==> src/rtl/irq_status_bank.sv <==
module irq_status_bank #(
  parameter int NBITS = 5
) (
  input  logic             clk,
  input  logic             rst_n,
  input  logic             aon_rst_n,
  input  logic             link_shutoff,
  input  logic             evt_wake,
  input  logic             evt_underrun,
  input  logic             evt_cur_end,
  input  logic             evt_last_end,
  input  logic             codec_gpio_flag,
  input  logic             wr_en,
  input  logic [NBITS-1:0] wr_data,
  input  logic [NBITS-1:0] irq_en,
  output logic [NBITS-1:0] status,
  output logic             irq
);
  localparam int WAKE = NBITS - 1;

  logic             wake_q;
  logic [WAKE-1:0]  main_q;
  logic [WAKE-1:0]  main_set;
  logic [WAKE-1:0]  main_clr;
  logic             wake_set;
  logic             wake_clr;

  assign main_set = {evt_underrun, evt_cur_end, evt_last_end, codec_gpio_flag};
  assign main_clr = wr_en ? wr_data[WAKE-1:0] : '0;
  assign wake_set = evt_wake & link_shutoff;
  assign wake_clr = wr_en & wr_data[WAKE] & ~link_shutoff;

  always_ff @(posedge clk or negedge aon_rst_n)
    if (!aon_rst_n) wake_q <= 1'b0;
    else            wake_q <= wake_set | (wake_q & ~wake_clr);

  always_ff @(posedge clk or negedge rst_n)
    if (!rst_n) main_q <= '0;
    else        main_q <= main_set | (main_q & ~main_clr);

  assign status = {wake_q, main_q};

  always_ff @(posedge clk or negedge rst_n)
    if (!rst_n) irq <= 1'b0;
    else        irq <= |(status & irq_en);
endmodule

==> config.mk <==
export PLATFORM = sky130hd
export DESIGN_NAME = irq_status_bank
export DESIGN_NICKNAME = d
export VERILOG_FILES = /design/src/rtl/irq_status_bank.sv
export SDC_FILE = /design/constraint.sdc
export NUM_CORES = 1
export LEC_CHECK = 0
export CELL_PAD_IN_SITES_DETAIL_PLACEMENT = 1
export CELL_PAD_IN_SITES_GLOBAL_PLACEMENT = 2
export CORE_AREA = 2 2 39 41
export DETAILED_ROUTE_END_ITERATION = 12
export DIE_AREA = 0 0 41 43
export DONT_BUFFER_PORTS = 1
export PLACE_DENSITY = 0.48
export SYNTH_ARGS = -nofsm -noshare
export SYNTH_HDL_FRONTEND = slang
export SYNTH_SLANG_ARGS = --single-unit
==> constraint.sdc <==
create_clock -name clk -period 1.6 [get_ports clk]
set_input_delay 0.08 -clock clk [delete_from_list [all_inputs] [get_ports clk]]
set_output_delay 0.08 -clock clk [all_outputs]
set_load 0.02 [all_outputs]
; ---- Word level (Yosys, flattened, before mapping)
; Index checks and enable logic that the tools add are counted.
[op_classes]
add_sub_neg = 0
n_mul = 0
div = 0
magnitude_cmp = 0
n_eq_ne = 0
shift = 0
muxes = 1
n_bitwise = 11
n_reduce_logical = 1
[ops]
columns = operator, n
row1 = $and 5x5->5, 1
row2 = $reduce_or 5->1, 1
row3 = $and 1x1->1, 4
row4 = $and 4x4->4, 1
row5 = $mux 4, 1
row6 = $not 4->4, 1
row7 = $or 4x4->4, 1
row8 = $not 1->1, 2
row9 = $or 1x1->1, 1
[totals]
ff_bits = 6
latchBits = 0
ram_bits = 0
mem_bits_ro = 0
in_bits = 20
word_cells = 16
memories = 0

; ---- Depth between registers and ports, before layout
; Gate-level depths: netlist (run 1).
[depth]
word_depth = 5
ltp_mapped = 2

; ---- Worst setup path after synthesis (run 1)
; No wires, ideal clock.
[synth_path]
path_type = flip-flop to flip-flop
startpoint = register main_q[0]
endpoint = register irq
arrival_time_ns = 0.826
t_required_ns = 1.469
setup_slack_ns = 0.642
stages_incl_launch_ff = 3
n_path_buf = 0
path_cell_list = dfrtp_1 a222oi_1 nand2_1
[synth_between]
elab_chain_len = 2
[synth_rtl]
columns = element, line_no
row1 = from (decl), 22  ; logic [WAKE-1:0] main_q;
row2 = from (signal assigned), 39  ; else main_q <= main_set | (main_q & ~main_clr);
row3 = $and 5x5->5, 45  ; else irq <= |(status & irq_en);
row4 = $reduce_or 5->1, 45
row5 = to (signal assigned), 45
row6 = to (decl), 17  ; output logic irq
; No other way between the ends.

; ---- Worst setup path in the final report (run 1)
[layout_path]
startpoint = register wake_q
endpoint = register wake_q
[layout_between]
elab_chain_len = 2
[layout_rtl]
columns = element, line_no
row1 = from (decl), 21  ; logic wake_q;
row2 = from (signal assigned), 35  ; else wake_q <= wake_set | (wake_q & ~wake_clr);
row3 = $and 1x1->1, 35
row4 = $or 1x1->1, 35
; No other way between the ends.

==> results.cfg, run 1 <==
[clock_network]
cts_tree = built
cts_buffer_depth = 2
htree_levels = 1
cts_made_buffers = 3
clock-sinks = 6
ctsRootBufferMaster = clkbuf_4
path_clk_slew_ns = 0.05
ctsResizeCount = 0
holdBufCountCts = 12
cts_setup_buffers = 0
insertion_delay_ns = 0.24

[sta]
worstMarginPinSlew_ns = 0.338
drv_slew = 0
fmax_mhz = 669
fin_skew_ns = 0.00286
final_hold_viol_count = 0
fin_setup_tns_ns = 0
relSlewSlack_pct = 77.4
fin_crit_ns = 1.49
setup_viol = 0
period_share_pct = 93.4
rsz0062_at_grt = no

[final_layout]
num_antenna_cells = 0
stdcell_count = 50
area_growth_pct = 64.6
post_route_cells_drive_above_1_share_pct = 8.82
final_net_count = 56

[routing]
wl_um = 756
vias = 232
dr.pass1.iters = 4
ant_nets = 0
routedWlPerCell_um = 15.1
drc = 0
vias_per_cell = 4.64
drtIter0Drc = 5

[power_and_ir_drop]
power.static_leakage_nw = 0.161
p_switching_w = 0.0000962
comb_power_share_pct = 13.3
swShare_pct = 25.2
seqPwrFrac_pct = 49.9
irDropWorstVdd_uv = 350
p_int_w = 0.000285
power_density_nw_per_um2 = 964
power_frac_clock_pct = 36.8

[die]
rows = 14
die_area_um2 = 1760
die_h_um = 43
initial_core_util_pct = 17.4
core_um2 = 1380
die_w_um = 41
pin_count = 26

[yosys]
syn_inst = 20
yosysUniqueCellTypes = 8
synth.avg_cell_area_um2 = 12.0
yosysSeqAreaShare_pct = 62.5
synth.yosys.warnings = 0
syn-num-nets = 40
ys_ff_latch = 6
synthesis.area_um2 = 240

[global_route]
grt_pass1_wl_mm = 1.10
grt_use_total_pct = 10.3
grt_pass1_vias = 275
grt-ovfl-total = 0
grt_max_degree = 6
antenna_found_initial = 0

[placement]
dp_hpwl_um = 534
portBuffers = 0
gp_congestion = 0.544
place_inst = 35

[worst_setup_path]
worstPathRequired_ns = 1.72
path_class = register to register
reg2regPathDepth = 3
path_max_fanout = 4
crit_path_start_kind = register
end_kind = register
arrival_ns = 1.62

[status]
status = complete, no violations

[worst_hold_path]
hp-class = input pin to register
whs_path_depth = 2

[job]
drv_cap = 0
==> critical path: stages, from the launching register on <==
cell and delay, ns:
dfrtp_1 0.48, a21boi_1 0.18, o22a_1 0.17, dlygate4sd3_1 0.55
==> cell usage after synthesis <==
cell,n,area [um2]
dfrtp_1,6,150
nand2_1,5,18.8
a21o_1,4,30.0
a21boi_1,1,7.51
a222oi_1,1,10.0
a22oi_1,1,7.51
buf_4,1,7.51
o22a_1,1,8.76
==> power groups by stage <==
stage,Clock (W),Sequential [W],Combinational [W]
floorplan,0,0.000184,0.0000267
global placement,0,0.000192,0.0000185
detailed placement,0,0.000193,0.0000203
CTS,0.000150,0.000190,0.0000505
global route,0.000156,0.000192,0.0000569
finish,0.000140,0.000190,0.0000506
==> state kept, by name, indices dropped and copies added (netlist names) <==
name,cells
main_q,4
irq,1
wake_q,1
==> worst paths after layout <==
kind,start,end,slack [ns]
max,wake_q$_DFF_PN0_,wake_q$_DFF_PN0_,0.11
min,irq_en[3],irq$_DFF_PN0_,0.005
max reg2reg,wake_q$_DFF_PN0_,wake_q$_DFF_PN0_,0.11
min reg2reg,main_q[2]$_DFF_PN0_,main_q[2]$_DFF_PN0_,0.66
max in group asynchronous,rst_n,main_q[3]$_DFF_PN0_,1.26
min in group asynchronous,aon_rst_n,wake_q$_DFF_PN0_,0.05
==> cell usage in the layout (no fill, tap or decap) <==
cell and instances:
a21boi_1 1, o22a_1 1, nand2_1 5, dlygate4sd3_1 12, dfrtp_1 6, a21o_1 4
a222oi_1 1, clkbuf_4 3, a22oi_1 1
==> metrics by stage <==
step	utilization (%)	instance area [um2]	worst slack [ns]	hold WS [ns]	total power (W)
after floorplan	-	240	0.642	-0.216	0.000211
after CTS	28.6	395	0.106	0.000297	0.000391
after detailed placement	18.3	253	0.518	-0.216	0.000213
after global routing	28.6	395	0.0837	0.0284	0.000405
final	28.6	395	0.105	0.00459	0.000381
after global placement	18.3	253	0.563	-0.216	0.000210
==> per-layer routing <==
| metal | track usage [%] | share of wire (%) | vias to the layer above |
|---|---|---|---|
| li1 | - | - | 102 |
| met1 | 7.54 | 33 | 112 |
| met2 | 17.8 | 58 | 18 |
| met3 | 6.81 | 8.9 | 0 |
| met4 | 6.00 | 0 | 0 |
| met5 | 0 | 0 | - |
==> kinds of logic after synthesis <==
logic type	count (synthesis)	share of synthesized area, %
AOI/OAI and AO/OA	8	26.6
buffers and inverters	1	3.13
DFF	6	62.5
and+or+nand+nor	5	7.81
==> cell type report <==
type / count / area, um2
Fill cell: 162 / 988
Sequential cell: 6 / 150
Timing Repair Buffer: 12 / 120
Multi-Input combinational cell: 13 / 82.6
Clock buffer: 3 / 22.5
Tap cell: 16 / 20.0
Note: power is estimated with default switching activity, not from simulation.
==> inputs of run 2 (changes only) <==
- CORE_AREA: 2 2 39 41 -> 3 3 40 42
- DIE_AREA: 0 0 41 43 -> 0 0 43 45
==> run 2 against run 1 <==
  * Flip-flop and latch count stayed put
  * Maximum frequency increased by 0.91%
  * Routed wire length decreased by 2.4%
  * Sequential share of layout area rose by 0.12 points
  * Register-to-register slack about the same
  * Non-clock buffer count unchanged
  * Largest cell class unchanged
  * Largest power group unchanged
==> results.cfg, run 2 (synthesis gave the netlist of run 1 again) <==
[worst_setup_path]
crit_path_start_kind = register
path_cells = a21boi_1, o22a_1, dlygate4sd3_1
crit_path_top_delay_cell = dlygate4sd3_1
path_class = register to register
worstPathRequired_ns = 1.72
r2r_start = wake_q$_DFF_PN0_
path_delay_family = buffers and inverters
reg2regPathDepth = 3
arrival_ns = 1.60
cpPeakStageDelay_ns = 0.55
end_kind = register
path_max_fanout = 4
crit_buf_inv = 1
r2r_slack_ns = 0.12
r2r_end = wake_q$_DFF_PN0_

[sta]
worstMarginPinSlew_ns = 0.306
rsz0062_at_grt = no
fin_crit_ns = 1.48
period_share_pct = 92.6
finalWorstSetupSlack_ns = 0.119
fmax_mhz = 675
drv_slew = 0
fin_setup_tns_ns = 0
relSlewSlack_pct = 79.6
setup_viol = 0
fin_skew_ns = 0.00189
final_hold_viol_count = 0

[final_layout]
top_regs = main_q (4), irq (1), wake_q (1)
layout_commonest_cell = dlygate4sd3_1
multi_input_area_um2 = 82.6
largest-register = main_q
layout_common_cells = dlygate4sd3_1, dfrtp_1, nand2_1, a21o_1, clkbuf_4
n_fill_cell = 144
largest_reg_flops = 4
final_net_count = 56
regArea_um2 = 150
area_growth_pct = 64.1
post_route_cells_drive_above_1_share_pct = 8.82
stdcell_count = 49
design_area_um2 = 394
num_antenna_cells = 0

[global_route]
antenna_found_initial = 0
grt_pass1_vias = 295
grt_use_total_pct = 8.89
grt_max_degree = 6
grt-ovfl-total = 0
grt_pass1_wl_mm = 1.15

[clock_network]
clock-sinks = 6
cts_tree = built
path_clk_slew_ns = 0.04
ctsResizeCount = 0
cts_buffer_depth = 2
insertion_delay_ns = 0.24
ctsRootBufferMaster = clkbuf_4
holdBufCountCts = 12
cts_setup_buffers = 0
htree_levels = 1
cts_made_buffers = 3

[worst_hold_path]
hp-class = input pin to register
hold_end = main_q[1]$_DFF_PN0_
whs_path_depth = 2
hp-start = wr_data[1]

[die]
initial_core_util_pct = 18.7
die_h_um = 45
die_area_um2 = 1940
die_w_um = 43
rows = 13
pin_count = 26
core_um2 = 1280

[routing]
wl_um = 738
drtIter0Drc = 3
ant_nets = 0
vias_per_cell = 4.80
routedWlPerCell_um = 15.1
drc = 0
dr.pass1.iters = 4
vias = 235

[placement]
placed_cell_area_um2 = 251
place_inst = 34
portBuffers = 0
gp_congestion = 0.585
post-place-ws_ns = 0.530

[job]
drv_cap = 0

[power_and_ir_drop]
power_density_nw_per_um2 = 949
design_power_total_w = 0.000374
irDropWorstVdd_uv = 426
power.static_leakage_nw = 0.160

[status]
status = complete, no violations
[run 2: how the worst max path moves through the flow]
| stage | start | endpoint | slack [ns] | cells past startpoint |
|---|---|---|---|---|
| after floorplan | main_q[0]$_DFF_PN0_ | irq$_DFF_PN0_ | 0.64 | 2 |
| after global placement | main_q[3]$_DFF_PN0_ | irq$_DFF_PN0_ | 0.57 | 2 |
| after detailed placement | main_q[3]$_DFF_PN0_ | irq$_DFF_PN0_ | 0.53 | 2 |
| after CTS | wake_q$_DFF_PN0_ | wake_q$_DFF_PN0_ | 0.12 | 3 |
| after global routing | wake_q$_DFF_PN0_ | wake_q$_DFF_PN0_ | 0.07 | 3 |
| final | wake_q$_DFF_PN0_ | wake_q$_DFF_PN0_ | 0.12 | 3 |
[run 2: metal layers]
metal  part of all wire (%)  up-vias  GRT usage [%]
met2                     52       21           15.9
li1                       -      101              -
met1                     34      111           6.63
met4                    1.4        0           5.42
met3                     13        2           6.77
met5                      0        -              0
[run 2: area by class of cell]
cell class	instances	share of cell area, %
timing repair buffer	12	30.5
clock buffer	3	5.71
sequential	6	38.1
tap	15	4.76
multi-input combinational	13	21.0
[run 2: worst register-to-register path: stages (launching register included)]
cell	delay, ns
dfrtp_1	0.47
a21boi_1	0.17
o22a_1	0.17
dlygate4sd3_1	0.55
[run 2: power by group]
group / switching [W] / leakage [nW] / internal, W
Clock: 0.0000508 / 0.0138 / 0.0000846
Combinational: 0.0000134 / 0.0851 / 0.0000352
Sequential: 0.0000260 / 0.0609 / 0.000164
[run 2: per-stage QoR]
stage	util [%]	hold WS [ns]
CTS	30.7	0.00282
finish	30.7	0.00823
floorplan	-	-0.216
detailed placement	19.6	-0.216
global route	30.7	0.00212
global placement	19.6	-0.216
==> inputs of run 3 (changes only) <==
- CTS_CLUSTER_DIAMETER: unset -> 50
- clock period: 1.6 -> 1.77 ns (I/O delays scaled with it)
==> run 3 against run 2 <==
  * Sequential share of layout area up 2.0 points
  * Sequential power shrank 9%
  * Cell count fell by 4.1%
  * Non-clock buffer count shrank 2
  * Clock power down 8%
  * First-iteration DRC count grew 100%
  * Combinational power down 17%
  * Total power shrank 10%
  * Via count down 2.6%
  * Critical path depth unchanged
  * Setup slack gained 0.042 ns
  * Critical endpoint is now irq$_DFF_PN0_
==> results.cfg, run 3 (synthesis gave the netlist of run 1 again) <==
[final_layout]
n_fill_cell = 142
finish.utilization_pct = 29.1
final_net_count = 54
top_regs = main_q (4), irq (1), wake_q (1)
num_antenna_cells = 0
largest-register = main_q
area_growth_pct = 55.7
largest_reg_flops = 4
design_area_um2 = 374
layout_commonest_cell = dlygate4sd3_1
post_route_cells_drive_above_1_share_pct = 9.38
layout_common_cells = dlygate4sd3_1, dfrtp_1, nand2_1, a21o_1, clkbuf_4

[power_and_ir_drop]
power_density_nw_per_um2 = 899
p_int_w = 0.000253
power.static_leakage_nw = 0.151
p_switching_w = 0.0000830
comb_power_share_pct = 12.0
irDropWorstVdd_uv = 362
power_frac_clock_pct = 36.9
seqPwrFrac_pct = 51.1
swShare_pct = 24.7
design_power_total_w = 0.000336

[clock_network]
ctsRootBufferMaster = clkbuf_4
clock-sinks = 6
path_clk_slew_ns = 0.05
insertion_delay_ns = 0.24
cts_setup_buffers = 0
htree_levels = 1
cts_tree = built
ctsResizeCount = 0
cts_made_buffers = 3
cts_buffer_depth = 2

[routing]
vias_per_cell = 4.87
drc = 0
wl_um = 756
ant_nets = 0
routedWlPerCell_um = 16.1
dr.pass1.iters = 4
vias = 229
drtIter0Drc = 6

[worst_setup_path]
cpPeakStageDelay_ns = 0.56
arrival_ns = 1.73
crit_path_start_kind = register
path_max_fanout = 3
worstPathRequired_ns = 1.89
path_cells = a222oi_1, nand2_1, dlygate4sd3_1
path_delay_family = buffers and inverters
path_class = register to register
end_kind = register
crit_buf_inv = 1
crit_path_top_delay_cell = dlygate4sd3_1

[die]
initial_core_util_pct = 18.7
die_area_um2 = 1940
die_h_um = 45
pin_count = 26
rows = 13
die_w_um = 43
core_um2 = 1280

[sta]
relSlewSlack_pct = 78.2
fin_setup_tns_ns = 0
rsz0062_at_grt = no
final_hold_viol_count = 0
period_share_pct = 90.9
setup_viol = 0
fmax_mhz = 621
drv_slew = 0
fin_skew_ns = 0.00397
worstMarginPinSlew_ns = 0.327
fin_crit_ns = 1.61
finalWorstSetupSlack_ns = 0.161

[placement]
post-place-ws_ns = 0.700
gp_congestion = 0.585
portBuffers = 0
placed_cell_area_um2 = 251

[job]
drv_cap = 0

[worst_hold_path]
hp-class = input pin to register

[global_route]
grt-ovfl-total = 0
grt_max_degree = 6
grt_pass1_vias = 285
antenna_found_initial = 0
grt_use_total_pct = 9.05
grt_pass1_wl_mm = 1.13

[status]
status = complete, no violations
## run 3: changes by cell type in the layout (fill, tap and decap cells not counted), sizes merged
cell         change
dlygate4sd3      -2
## run 3: worst paths after layout
check                                     from             endpoint  slack (ns)  cells past startpoint
setup / recovery           main_q[0]$_DFF_PN0_        irq$_DFF_PN0_        0.16                      3
hold / removal                           wr_en  main_q[0]$_DFF_PN0_        0.01                      2
setup reg to reg           main_q[0]$_DFF_PN0_        irq$_DFF_PN0_        0.16                      3
hold reg to reg            main_q[0]$_DFF_PN0_  main_q[0]$_DFF_PN0_        0.65                      1
max in group asynchronous                rst_n  main_q[1]$_DFF_PN0_        1.44                      1
min in group asynchronous            aon_rst_n     wake_q$_DFF_PN0_        0.06                      1
## run 3: metal layers
layer / routed length (um) / GRT usage, %
met5: 0 / 0
met4: 10 / 5.42
met3: 100 / 6.77
met2: 424 / 16.8
met1: 220 / 6.39
## run 3: cell type report
class | instances | area (um2) | area share (%)
Sequential cell | 6 | 150 | 40.1
Clock buffer | 3 | 22.5 | 6.02
Timing Repair Buffer | 10 | 100 | 26.8
Multi-Input combinational cell | 13 | 82.6 | 22.1
Tap cell | 15 | 18.8 | 5.02
## run 3: power groups by stage
stage / Clock (W) / Sequential (W) / Combinational (W)
final: 0.000124 / 0.000172 / 0.0000405
after global routing: 0.000143 / 0.000173 / 0.0000449
after CTS: 0.000129 / 0.000172 / 0.0000406
after detailed placement: 0 / 0.000174 / 0.0000179
after global placement: 0 / 0.000174 / 0.0000166
after floorplan: 0 / 0.000166 / 0.0000241
## run 3: stage by stage
step | instances | hold slack (ns)
3_3_place_gp | 34 | -0.207
2_1_floorplan | 20 | -0.207
6_report | 47 | 0.0116
5_1_grt | 47 | 0.0106
3_5_place_dp | 34 | -0.207
4_1_cts | 47 | 0.00608
## run 3: what timing repair did
action,in CTS,in global routing
endpoints found under the setup margin,0,0
hold buffers,10,0
hold endpoints to repair,12,0
